==> src/rtl/tsc_pkg.sv <==
package tsc_pkg;
  typedef enum logic [1:0] {
    ST_IDLE = 2'd0,
    ST_DIV  = 2'd1,
    ST_HOLD = 2'd2
  } conv_state_e;
endpackage

==> src/rtl/tsc_code_scale.sv <==
// Extracts the code field and forms code * GAIN with a constant shift-add tree.
module tsc_code_scale #(
  parameter int WORD_W   = 32,
  parameter int CODE_LSB = 16,
  parameter int CODE_W   = 12,
  parameter int GAIN     = 237500,
  parameter int PROD_W   = 30
) (
  input  logic [WORD_W-1:0] word,
  output logic [PROD_W-1:0] product
);
  localparam int GAIN_W = $clog2(GAIN + 1);

  logic [CODE_W-1:0] code;
  logic [PROD_W-1:0] partial [GAIN_W];
  logic [PROD_W-1:0] acc     [GAIN_W+1];

  assign code   = word[CODE_LSB +: CODE_W];
  assign acc[0] = '0;

  for (genvar i = 0; i < GAIN_W; i++) begin : g_term
    localparam bit BIT_SET = ((GAIN >> i) & 1) != 0;
    if (BIT_SET) begin : g_on
      assign partial[i] = PROD_W'(code) << i;
    end else begin : g_off
      assign partial[i] = '0;
    end
    assign acc[i+1] = acc[i] + partial[i];
  end

  assign product = acc[GAIN_W];
endmodule

==> src/rtl/tsc_restoring_div.sv <==
// Restoring shift-subtract divider, one quotient bit per clock.
module tsc_restoring_div #(
  parameter int NW      = 30,
  parameter int DIVISOR = 4094
) (
  input  logic          clk,
  input  logic          rst_n,
  input  logic          start,
  input  logic [NW-1:0] dividend,
  output logic [NW-1:0] quotient,
  output logic          done
);
  localparam int DW = $clog2(DIVISOR + 1);
  localparam int CW = $clog2(NW + 1);

  logic [DW-1:0] rem_q, rem_nxt;
  logic [NW-1:0] quo_q;
  logic [CW-1:0] cnt_q;
  logic [DW:0]   shifted;
  logic          ge;

  always_comb begin
    shifted = {rem_q, quo_q[NW-1]};
    ge      = shifted >= (DW+1)'(DIVISOR);
    rem_nxt = ge ? DW'(shifted - (DW+1)'(DIVISOR)) : shifted[DW-1:0];
  end

  always_ff @(posedge clk or negedge rst_n) begin
    if (!rst_n) begin
      rem_q <= '0;
      quo_q <= '0;
      cnt_q <= '0;
      done  <= 1'b0;
    end else if (start) begin
      rem_q <= '0;
      quo_q <= dividend;
      cnt_q <= CW'(NW);
      done  <= 1'b0;
    end else if (cnt_q != '0) begin
      rem_q <= rem_nxt;
      quo_q <= {quo_q[NW-2:0], ge};
      cnt_q <= cnt_q - 1'b1;
      done  <= (cnt_q == CW'(1));
    end else begin
      done  <= 1'b0;
    end
  end

  assign quotient = quo_q;
endmodule

==> src/rtl/tsc_result_stage.sv <==
// Subtracts the offset and holds the result until it is taken.
module tsc_result_stage #(
  parameter int NW     = 30,
  parameter int RES_W  = 21,
  parameter int OFFSET = 81100
) (
  input  logic                    clk,
  input  logic                    rst_n,
  input  logic                    load_val,
  input  logic                    load_nodata,
  input  logic [NW-1:0]           quotient,
  output logic signed [RES_W-1:0] mdeg,
  output logic                    nodata
);
  logic signed [RES_W-1:0] q_s, diff;

  always_comb begin
    q_s  = $signed(RES_W'(quotient));
    diff = q_s - $signed(RES_W'(OFFSET));
  end

  always_ff @(posedge clk or negedge rst_n) begin
    if (!rst_n) begin
      mdeg   <= '0;
      nodata <= 1'b0;
    end else if (load_nodata) begin
      mdeg   <= '0;
      nodata <= 1'b1;
    end else if (load_val) begin
      mdeg   <= diff;
      nodata <= 1'b0;
    end
  end
endmodule

==> src/rtl/tsense_mdeg_conv.sv <==
module tsense_mdeg_conv #(
  parameter int WORD_W   = 32,
  parameter int CODE_LSB = 16,
  parameter int CODE_W   = 12,
  parameter int GAIN     = 237500,
  parameter int DIVISOR  = 4094,
  parameter int OFFSET   = 81100,
  parameter int RES_W    = 21
) (
  input  logic                    clk,
  input  logic                    rst_n,
  input  logic                    in_valid,
  output logic                    in_ready,
  input  logic [WORD_W-1:0]       in_word,
  input  logic                    in_enable,
  output logic                    out_valid,
  input  logic                    out_ready,
  output logic signed [RES_W-1:0] out_mdeg,
  output logic                    out_nodata,
  output logic                    busy
);
  import tsc_pkg::*;

  localparam int PROD_W = CODE_W + $clog2(GAIN + 1);

  conv_state_e       state_q;
  logic              accept, div_done, go_div, go_nodata, load_val;
  logic [PROD_W-1:0] product, quotient;

  assign accept    = in_valid && (state_q == ST_IDLE);
  assign go_div    = accept && in_enable;
  assign go_nodata = accept && !in_enable;
  assign load_val  = (state_q == ST_DIV) && div_done;

  tsc_code_scale #(
    .WORD_W(WORD_W), .CODE_LSB(CODE_LSB), .CODE_W(CODE_W),
    .GAIN(GAIN), .PROD_W(PROD_W)
  ) u_scale (
    .word(in_word), .product(product)
  );

  tsc_restoring_div #(.NW(PROD_W), .DIVISOR(DIVISOR)) u_div (
    .clk(clk), .rst_n(rst_n), .start(go_div), .dividend(product),
    .quotient(quotient), .done(div_done)
  );

  tsc_result_stage #(.NW(PROD_W), .RES_W(RES_W), .OFFSET(OFFSET)) u_res (
    .clk(clk), .rst_n(rst_n), .load_val(load_val), .load_nodata(go_nodata),
    .quotient(quotient), .mdeg(out_mdeg), .nodata(out_nodata)
  );

  always_ff @(posedge clk or negedge rst_n) begin
    if (!rst_n) begin
      state_q <= ST_IDLE;
    end else begin
      unique case (state_q)
        ST_IDLE: if (accept)    state_q <= in_enable ? ST_DIV : ST_HOLD;
        ST_DIV:  if (div_done)  state_q <= ST_HOLD;
        ST_HOLD: if (out_ready) state_q <= ST_IDLE;
        default:                state_q <= ST_IDLE;
      endcase
    end
  end

  assign in_ready  = (state_q == ST_IDLE);
  assign out_valid = (state_q == ST_HOLD);
  assign busy      = (state_q != ST_IDLE);
endmodule

==> config.mk <==
export PLATFORM = sky130hd
export DESIGN_NAME = tsense_mdeg_conv
export DESIGN_NICKNAME = d
export VERILOG_FILES = /design/src/rtl/tsc_pkg.sv /design/src/rtl/tsc_code_scale.sv /design/src/rtl/tsc_restoring_div.sv /design/src/rtl/tsc_result_stage.sv /design/src/rtl/tsense_mdeg_conv.sv
export SDC_FILE = /design/constraint.sdc
export NUM_CORES = 1
export LEC_CHECK = 0
export ABC_AREA = 1
export BUFFER_PORTS_ARGS = -buffer_cell sky130_fd_sc_hd__buf_2
export CAP_MARGIN = 20
export CORE_MARGIN = 5
export CORE_UTILIZATION = 56
export CTS_CLUSTER_DIAMETER = 40
export DETAILED_ROUTE_END_ITERATION = 7
export GPL_ROUTABILITY_DRIVEN = 0
export PLACE_DENSITY = 0.75
export SLEW_MARGIN = 20
export SYNTH_ARGS = -nofsm -noshare
export SYNTH_HDL_FRONTEND = slang
export SYNTH_SLANG_ARGS = --single-unit
==> constraint.sdc <==
create_clock -name clk -period 1.6 [get_ports clk]
set_input_delay 0.08 -clock clk [delete_from_list [all_inputs] [get_ports clk]]
set_output_delay 0.08 -clock clk [all_outputs]
set_load 0.01 [all_outputs]
==> metrics.md, run 1 <==
| Metric | Value |
|---|---|
| Outcome | complete, but fails checks |
| Failing checks | setup timing |
| CP Capture Type | register |
| Initial antenna violation count | 0 |
| Layout cell share with drive strength beyond 1 | 0.344 |
| Register area share after synthesis | 0.223 |
| Clk_lat worst skew | between 0.3 and 0.4 ns |
| Post-place setup slack | -3.36 ns |
| CTS tree | done |
| Post-synth EDFFs | 0 |
| Drt total wl | ~27000 um |
| Synthesized area | slightly above 8000 sq um |
| Clk root buf | clkbuf_16 |
| Setup violators final | 34 |
| Final instance area | roughly 11000 sq um |
| Slew @ Worst Pin | around 0.53 ns |
| Worst Path Max Fanout | 4 |
| Layout fillers | about 840 |
| Fin crit period | roughly 4.8 ns |
| Synth Flop Type | dfrtp_1 |
| First-pass GRT wire length | approximately 37000 um |
| RSZ-0062 raised after global routing | true |
| Total track usage | 0.279 |
| Non-filler cells, final | 1382 |
| Synth Net Count | between 1k and 1.5k |
| H-tree depth | 3 |
| #FFs+latches synth | ~70 |
| Die height | roughly 130 um |
| Required @ worst endpoint | roughly 1.8 ns |
| Final antenna-violating net count | 0 |
| Die ar. | 16900 sq um |
| Largest net degree at the start of global routing | 23 |
| Most frequent cell after synthesis | nand2_1 |
| Min-Delay Path Class | in -> reg |
| Residual DRC | 0 |
| Layout Nets | 1401 |
| Drt pass-1 iters | 6 |
| Slew margin rel. | 0.647 |
| Syn. warnings | 0 |
| CP Class | in -> reg |
| Asr flop ratio synth | 1.00 |
| Hold Fails Final Rpt | 0 |
| Worst Setup Start Kind | input pin |
| Chip width | between 100 and 150 um |
| Total grt overflow | 0 |
| Drt via density | between 5 and 6 |
| Initial Util | 0.577 |
| # clock sinks | 72 |
| Most frequent cells after synthesis | 282 x nand2_1, 169 x inv_1, 87 x ha_1, 80 x fa_1, 72 x dfrtp_1 |
| Synth-to-Final Area Change | 37.8% |
| Cell variety after synth | between 40 and 50 |
| # port buffers | 41 |
| Routed wire per std cell | ~20 um |
| Syn Inst Count | 1005 |
| Vias | between 8k and 9k |
| Area post-placement | between 9000 and 10000 sq um |
| IO Count | 62 |
| Final worst-path cycle share | 2.97 |
| Setup ws final | -3.16 ns |
| CTS Buf Count | 9 |
| Post-synth top area share | 0.223 |
| Antenna cells | 0 |
| Signal arrival time at the worst endpoint | 4.99 ns |
| Placeable Area | around 14000 sq um |
| Clock slew at reported path FFs | about 0.060 ns |
| Max Clock Skew | between 0.01 and 0.015 ns |
| Ranking of synthesized cells by area | dfrtp_1 22%, fa_1 20%, ha_1 13% |
| Biggest area consumer among synthesized cells | dfrtp_1 |
| Detailed placement HPWL | between 15000 and 20000 um |
| Avg Inst Size Synth | around 8 sq um |
| Cells after DPL | between 1k and 1.5k |
| Max Root-Sink Buffers | 2 |
| Fmax | around 210 MHz |
| Max-cap violations | 0 |
| Vias in the first global route | around 7.7k |
| Slew Limit Fails | 0 |
| Rows | 43 |
| Reg2Reg Setup Slack | -0.23 ns |
| Iteration-0 DRC Markers | between 800 and 900 |
[flip-flops by register name (all words and copies together), names as in the netlist]
| signal | count |
|---|---|
| u_div.rem_q | 12 |
| state_q | 2 |
| u_res.mdeg | 21 |
| u_res.nodata | 1 |
| u_div.quotient | 30 |
| u_div.cnt_q | 5 |
| u_div.done | 1 |
[layout make-up]
class,instances,area (sq um),area share
clock buffer,10,239,0.0215
clock inverter,6,82.6,0.00743
inverter,177,683,0.0614
multi-input combinational,739,6520,0.586
sequential,72,1810,0.163
tap,180,225,0.0203
timing repair buffer,195,1540,0.139
timing repair inverter,3,20.0,0.00180
[cell usage in the layout (no fill, tap or decap), drive strengths merged, types with 16 or more instances in the layout]
cell     n
a21oi   33
buf    193
dfrtp   72
fa      80
ha      87
inv    174
nand2  290
nand3   61
nor2    53
o21ai   30
o22ai   16
xor2    16
[routing by layer]
metal  track usage  routed length, um
met3        0.0385               2010
met5             0                  0
met1         0.331               9720
met2         0.490              13400
met4         0.148               1970
[kinds of logic after synthesis]
kind of cell | after synthesis | share of synthesized area
simple gates | 433 | 0.231
buf+inv | 194 | 0.0963
fa+ha+maj | 167 | 0.333
compound gates | 112 | 0.0865
flops | 72 | 0.223
xor+xnor | 27 | 0.0293
[per-stage QoR]
stage | setup TNS [ns] | hold WS [ns] | utilization
detailed placement | -69.24 | 0.0705 | 0.696
global placement | -67.51 | 0.0690 | 0.696
CTS | -58.20 | 0.0710 | 0.751
floorplan | -57.57 | -0.216 | -
global route | -66.89 | 0.139 | 0.795
finish | -63.70 | 0.115 | 0.795
[path summary, 6_finish.rpt]
| path | from | end | cells after the start |
|---|---|---|---|
| hold / removal | in_valid | u_res.nodata | 3 |
| min in group asynchronous | rst_n | u_div.quotient[12] | 2 |
| setup / recovery | in_word[17] | u_div.quotient[29] | 25 |
| max in group asynchronous | rst_n | u_div.quotient[1] | 3 |
| hold reg to reg | u_res.mdeg[14] | u_res.mdeg[14] | 2 |
| setup reg to reg | u_div.rem_q[5] | u_div.rem_q[11] | 7 |
[critical path, stage by stage]
cell     delay [ns]
buf_8          0.09
ha_4           0.13
inv_2          0.04
fa_2           0.36
inv_2          0.08
buf_4          0.11
nand3_2        0.08
nand4_1        0.19
xor2_2         0.17
fa_2           0.46
fa_1           0.51
fa_1           0.52
inv_2          0.05
fa_1           0.60
ha_4           0.23
ha_4           0.31
nand2_2        0.10
nor2_2         0.17
nand2_1        0.07
nor2_1         0.16
nand2_1        0.10
nand3_1        0.11
nand2_1        0.07
nand3_1        0.11
nand2_1        0.07
[timing repair]
action                     CTS  global route
gates cloned                 0             3
hold endpoints to repair    18             0
hold buffers                 2             0
setup endpoints to repair   32            67
gates resized for setup     84           109
buffers inserted            10            21
pin swaps                   58            65
Power of run 1 is left out: the tool's default activity adds up to more than one toggle a clock period on the data nets, which glitch-free logic cannot reach.
==> run 2: changes to the inputs <==
--- a/config.mk
+++ b/config.mk
@@ -5,14 +5,16 @@
 export SDC_FILE = /design/constraint.sdc
 export NUM_CORES = 1
 export LEC_CHECK = 0
-export ABC_AREA = 1
+export ABC_AREA = 0
 export BUFFER_PORTS_ARGS = -buffer_cell sky130_fd_sc_hd__buf_2
 export CAP_MARGIN = 20
+export CORE_ASPECT_RATIO = 2
 export CORE_MARGIN = 5
 export CORE_UTILIZATION = 56
 export CTS_CLUSTER_DIAMETER = 40
 export DETAILED_ROUTE_END_ITERATION = 7
 export GPL_ROUTABILITY_DRIVEN = 0
+export GPL_TIMING_DRIVEN = 0
 export PLACE_DENSITY = 0.75
 export SLEW_MARGIN = 20
 export SYNTH_ARGS = -nofsm -noshare
==> metrics.md, run 2 <==
| Metric | Value |
|---|---|
| Failing checks | setup timing |
| RSZ-0062 raised after global routing | true |
| Layout cell share with drive strength beyond 1 | 0.296 |
| Syn. warnings | 0 |
| Initial Util | 0.571 |
| Clk root buf | clkbuf_16 |
| IO Count | 62 |
| Hold Fails Final Rpt | 0 |
| Non-filler cells, final | about 1.0k |
| Register area share after synthesis | 0.242 |
| Total track usage | 0.236 |
| Most common cell after layout, fill and taps aside | nand2_1 |
| Min-Delay Path Class | in -> reg |
| Placeable Area | roughly 13000 sq um |
| Synthesized area | between 7000 and 8000 sq um |
| Drt total wl | 18900 um |
| Antenna cells | 0 |
| Final worst-path cycle share | 3.30 |
| Final antenna-violating net count | 0 |
| Cells after DPL | between 900 and 1k |
| Initial antenna violation count | 0 |
| Required @ worst endpoint | about 1.8 ns |
| # clock sinks | roughly 70 |
| CP Capture Type | register |
| Clock slew at reported path FFs | ~0.060 ns |
| Max Root-Sink Buffers | 2 |
| Asr flop ratio synth | 1.00 |
| Rows | 59 |
| Avg Inst Size Synth | 9.51 sq um |
| Max Clock Skew | roughly 0.0069 ns |
| Max-cap violations | 0 |
| CTS tree | done |
| Die ar. | ~16000 sq um |
| Slew Limit Fails | 0 |
| Post-synth top area share | 0.242 |
| Iteration-0 DRC Markers | approximately 210 |
| Post-synth EDFFs | 0 |
| Most frequent cell after synthesis | nand2_1 |
| Worst Setup Start Kind | input pin |
| Setup ws final | -3.68 ns |
| Routed wire per std cell | ~18 um |
| Synth Net Count | slightly below 1k |
| Die height | roughly 170 um |
| Setup violators final | 41 |
| Layout Nets | 1095 |
| #FFs+latches synth | 72 |
| Residual DRC | 0 |
| Total grt overflow | 0 |
| H-tree depth | 3 |
| Syn Inst Count | 784 |
| Largest net degree at the start of global routing | 54 |
| Drt via density | slightly below 6 |
| Worst Path Max Fanout | 4 |
| Detailed placement HPWL | between 10000 and 15000 um |
| Ranking of synthesized cells by area | dfrtp_1 24%, fa_1 21%, ha_1 15% |
| Synth-to-Final Area Change | 28.5% |
| Fin crit period | approximately 5.3 ns |
| Clk_lat worst skew | between 0.3 and 0.4 ns |
| Vias | between 6k and 7k |
| Chip width | 91.6 um |
| Fmax | between 150 and 200 MHz |
| Largest register FFs | 30 |
| Synth Flop Type | dfrtp_1 |
| R2R depth | 7 |
| Most frequent cells in the layout | 110 x nand2_1, 71 x fa_1, 67 x dfrtp_1 |
| Biggest area consumer among synthesized cells | dfrtp_1 |
| Slew @ Worst Pin | around 0.52 ns |
| Most frequent cells after synthesis | 117 x nand2_1, 87 x ha_1, 80 x fa_1, 73 x inv_1, 72 x dfrtp_1 |
| Signal arrival time at the worst endpoint | 5.50 ns |
| Cell variety after synth | 55 |
| Drt pass-1 iters | 4 |
| # port buffers | between 40 and 50 |
| CP Class | in -> reg |
| Vias in the first global route | approximately 6.6k |
| Worst hold stages | 3 |
| CTS Buf Count | 9 |
| Outcome | complete, but fails checks |
| Slew margin rel. | 0.656 |
| First-pass GRT wire length | 30500 um |
[run 2: changes by cell type after synthesis, sizes merged, moves of 10 or more]
cell    before  now
a31oi        0   25
o22ai       16    0
buf         15    3
inv        177   73
nand2      290  117
xnor2       11   29
a21o         2   14
o21ai       30   42
xor2        16   26
o221ai      11    0
nand3       61   10
clkbuf       2   23
a211oi       0   12
[run 2: cell type report]
cell class,count,area (sq um)
repair buffers,100,788
plain buffers,22,131
clock buffers,10,239
inverters,73,282
well taps,152,190
clock inverters,6,82.6
multi-input cells,613,6060
fillers,894,3480
flip-flops and latches,72,1810
[run 2: worst max-delay path, cell delays in order]
cell,delay (ns)
buf_12,0.11
ha_4,0.15
inv_2,0.05
fa_2,0.22
nor2b_2,0.05
o21ai_2,0.15
a21boi_2,0.09
o21ai_2,0.19
a21oi_2,0.09
or4_1,0.42
nand3_2,0.10
fa_2,0.44
fa_1,0.45
fa_1,0.51
inv_2,0.04
fa_1,0.54
ha_4,0.21
ha_4,0.25
a21o_1,0.20
a221oi_4,0.37
o2bb2ai_4,0.20
nor2_4,0.07
or3_1,0.30
a31o_1,0.20
[run 2: final timing paths]
path	from	slack, ns	end
worst max register to register	u_div.quotient[8]	-0.45	u_res.mdeg[20]
worst min register to register	u_res.nodata	0.47	u_res.nodata
worst min-delay path	out_ready	0.06	state_q[1]
max in group asynchronous	rst_n	0.84	u_div.quotient[5]
worst max-delay path	in_word[17]	-3.68	u_div.quotient[23]
min in group asynchronous	rst_n	0.18	u_div.rem_q[9]
[run 2: routing by layer]
| metal | wire length [um] | vias to the layer above | GRT usage | share of wire |
|---|---|---|---|---|
| li1 | - | 2879 | - | - |
| met1 | 6650 | 3051 | 0.246 | 0.35 |
| met2 | 10900 | 176 | 0.442 | 0.58 |
| met3 | 575 | 59 | 0.0217 | 0.030 |
| met4 | 729 | 0 | 0.145 | 0.039 |
| met5 | 0 | - | 0 | 0 |
[run 2: through the flow]
stage                     utilization  hold WS (ns)  setup WS, ns  cell area (sq um)  TNS, ns
after detailed placement        0.628       -0.0124         -4.54               8200   -97.67
after CTS                       0.699        0.0588         -3.72               9140   -74.96
after global routing            0.734        0.0866         -3.88               9580   -80.89
after global placement          0.625         0.384         -4.47               8170   -95.03
final                           0.734        0.0590         -3.68               9580   -75.38
after floorplan                     -        -0.216         -3.73               7770   -71.75
[run 2: logic make-up (layout without fill, tap and decap cells)]
group                    after synthesis  count (layout)  synth area share
AND/OR/NAND/NOR                      230             230             0.138
adder cells (fa/ha/maj)              167             167             0.361
AO/OA/AOI/OAI                        158             158             0.141
buffers and inverters                 99             211            0.0503
flip-flops                            72              72             0.242
XOR/XNOR                              55              55            0.0646
multiplexers                           3               3           0.00419
[run 2: what timing repair did]
item	CTS	global route
resized for setup	92	89
pin swaps	50	74
setup buffers	39	21
cloned	0	0
hold buffers	1	0
setup endpoints to repair	65	64
endpoints found under the hold margin	72	0
Power of run 2 is left out for the same reason.
==> run 3: changes to the inputs <==
--- a/config.mk
+++ b/config.mk
@@ -11,11 +11,12 @@
 export CORE_ASPECT_RATIO = 2
 export CORE_MARGIN = 5
 export CORE_UTILIZATION = 56
+export CTS_BUF_LIST = sky130_fd_sc_hd__clkbuf_16
 export CTS_CLUSTER_DIAMETER = 40
 export DETAILED_ROUTE_END_ITERATION = 7
 export GPL_ROUTABILITY_DRIVEN = 0
 export GPL_TIMING_DRIVEN = 0
-export PLACE_DENSITY = 0.75
+export PLACE_DENSITY_LB_ADDON = 0.1
 export SLEW_MARGIN = 20
 export SYNTH_ARGS = -nofsm -noshare
 export SYNTH_HDL_FRONTEND = slang
==> metrics.md, run 3 (same netlist as run 2, synthesis figures left out) <==
| Metric | Value |
|---|---|
| Drt total wl | 19000 um |
| Worst path slowest cell | fa_2 |
| H-tree depth | 3 |
| Setup violators final | 38 |
| # clock sinks | 72 |
| Drt via density | about 5.7 |
| Area post-placement | 8200 sq um |
| Clock slew at reported path FFs | ~0.05 ns |
| Largest register FFs | 30 |
| Placeable Area | 13100 sq um |
| Final worst-path cycle share | 3.41 |
| First-pass GRT wire length | 30100 um |
| Most frequent CP cell | fa_2 |
| Detailed placement HPWL | 14000 um |
| Cell family with most CP delay | adder cells |
| Worst path bufs/invs | 4 |
| Slew @ Worst Pin | between 0.5 and 0.6 ns |
| Vias in the first global route | around 6.3k |
| Hold Fails Final Rpt | 0 |
| Layout cell share with drive strength beyond 1 | 0.296 |
| Final instance area | around 9600 sq um |
| Slew Limit Fails | 0 |
| Vias | roughly 6k |
| Final antenna-violating net count | 0 |
| # port buffers | slightly above 40 |
| Setup ws final | -3.85 ns |
| Slew margin rel. | 0.629 |
| Die ar. | roughly 16000 sq um |
| Fin crit period | 5.45 ns |
| Iteration-0 DRC Markers | ~230 |
| Total track usage | 0.235 |
| Failing checks | setup timing |
| CP Class | in -> reg |
| IO Count | 62 |
| Synth-to-Final Area Change | 28.7% |
| CP Capture Type | register |
| Max Root-Sink Buffers | 2 |
| Outcome | complete, but fails checks |
| Min-Delay Path Class | in -> reg |
| Fmax | about 180 MHz |
| Rows | between 50 and 60 |
| RSZ-0062 raised after global routing | true |
| Crit path cell chain | buf_12 -> ha_4 -> buf_4 -> a21o_1 -> a21oi_2 -> o21a_1 -> o21ai_2 -> a31oi_2 -> o21bai_1 -> xnor2_1 -> fa_2 -> fa_1 -> fa_1 -> inv_1 -> fa_2 -> fa_2 -> ha_1 -> buf_4 -> a211o_1 -> a211oi_2 -> o2bb2ai_4 -> nor2_4 -> or3_1 -> a31o_1 |
| Clk_lat worst skew | ~0.33 ns |
| Signal arrival time at the worst endpoint | between 5 and 6 ns |
| Residual DRC | 0 |
| Initial antenna violation count | 0 |
| Worst Path Max Fanout | 7 |
| Drt pass-1 iters | 4 |
| Total grt overflow | 0 |
| CP peak stage delay | ~0.49 ns |
| Clk root buf | clkbuf_16 |
| Layout Nets | 1098 |
| Chip width | 91.6 um |
| Largest net degree at the start of global routing | 57 |
| Initial Util | 0.571 |
| Max Clock Skew | between 0.005 and 0.006 ns |
| Routed wire per std cell | about 18 um |
| CTS Buf Count | 9 |
| Most frequent cells in the layout | 110 x nand2_1, 71 x fa_1, 67 x inv_1 |
| Worst Setup Start Kind | input pin |
| Max-cap violations | 0 |
| Most common cell after layout, fill and taps aside | nand2_1 |
| Die height | between 150 and 200 um |
| Required @ worst endpoint | roughly 1.8 ns |
| Antenna cells | 0 |
| CTS tree | done |
run 3: cell count changes in the layout (fill, tap and decap cells not counted), sizes merged:
cell,delta
inv,+2
buf,+2
clkinvlp,-2
bufinv,-2
run 3: per-stage QoR:
step	TNS [ns]	util	setup WS, ns	std cells	hold slack, ns
2_1_floorplan	-71.75	-	-3.73	784	-0.216
3_3_place_gp	-95.84	0.625	-4.50	977	0.387
3_5_place_dp	-100.34	0.628	-4.63	978	-0.0329
4_1_cts	-75.82	0.691	-3.75	1025	0.0574
5_1_grt	-83.45	0.735	-4.04	1048	0.0897
6_report	-77.65	0.735	-3.85	1048	0.0592
run 3: repair_timing:
action / CTS / global route
setup buffers: 35 / 25
resized for setup: 91 / 98
endpoints found under the hold margin: 72 / 0
endpoints found under the setup margin: 69 / 64
hold buffers: 1 / 0
pin swaps: 44 / 73
run 3: cell type report:
| cell class | count | area [sq um] |
|---|---|---|
| Tap cell | 152 | 190 |
| Fill cell | 919 | 3470 |
| Multi-Input combinational cell | 613 | 6120 |
| Buffer | 24 | 138 |
| Timing Repair Buffer | 101 | 818 |
| Clock inverter | 4 | 16.3 |
| Clock buffer | 9 | 225 |
| Sequential cell | 72 | 1810 |
| Inverter | 73 | 280 |
run 3: worst min-delay path, stage by stage:
cell and delay, ns:
buf_2 0.07, mux2_2 0.12, o21ai_0 0.07
run 3: path summary, 6_finish.rpt:
kind	start	endpoint	slack (ns)	cells past startpoint
max	in_word[17]	u_div.quotient[23]	-3.85	24
min	out_ready	state_q[1]	0.06	3
max reg2reg	u_div.quotient[2]	u_res.mdeg[20]	-0.49	8
min reg2reg	u_div.done	state_q[0]	0.46	1
max in group asynchronous	rst_n	u_div.quotient[3]	0.86	3
min in group asynchronous	rst_n	u_div.rem_q[9]	0.16	2
run 3: metal layers:
| layer | vias up | global-route usage | routed length, um |
|---|---|---|---|
| met5 | - | 0 | 0 |
| met4 | 0 | 0.119 | 675 |
| met3 | 39 | 0.0156 | 454 |
| met2 | 115 | 0.452 | 11100 |
| met1 | 2973 | 0.249 | 6770 |
| li1 | 2870 | - | - |
Power of run 3 is left out for the same reason.
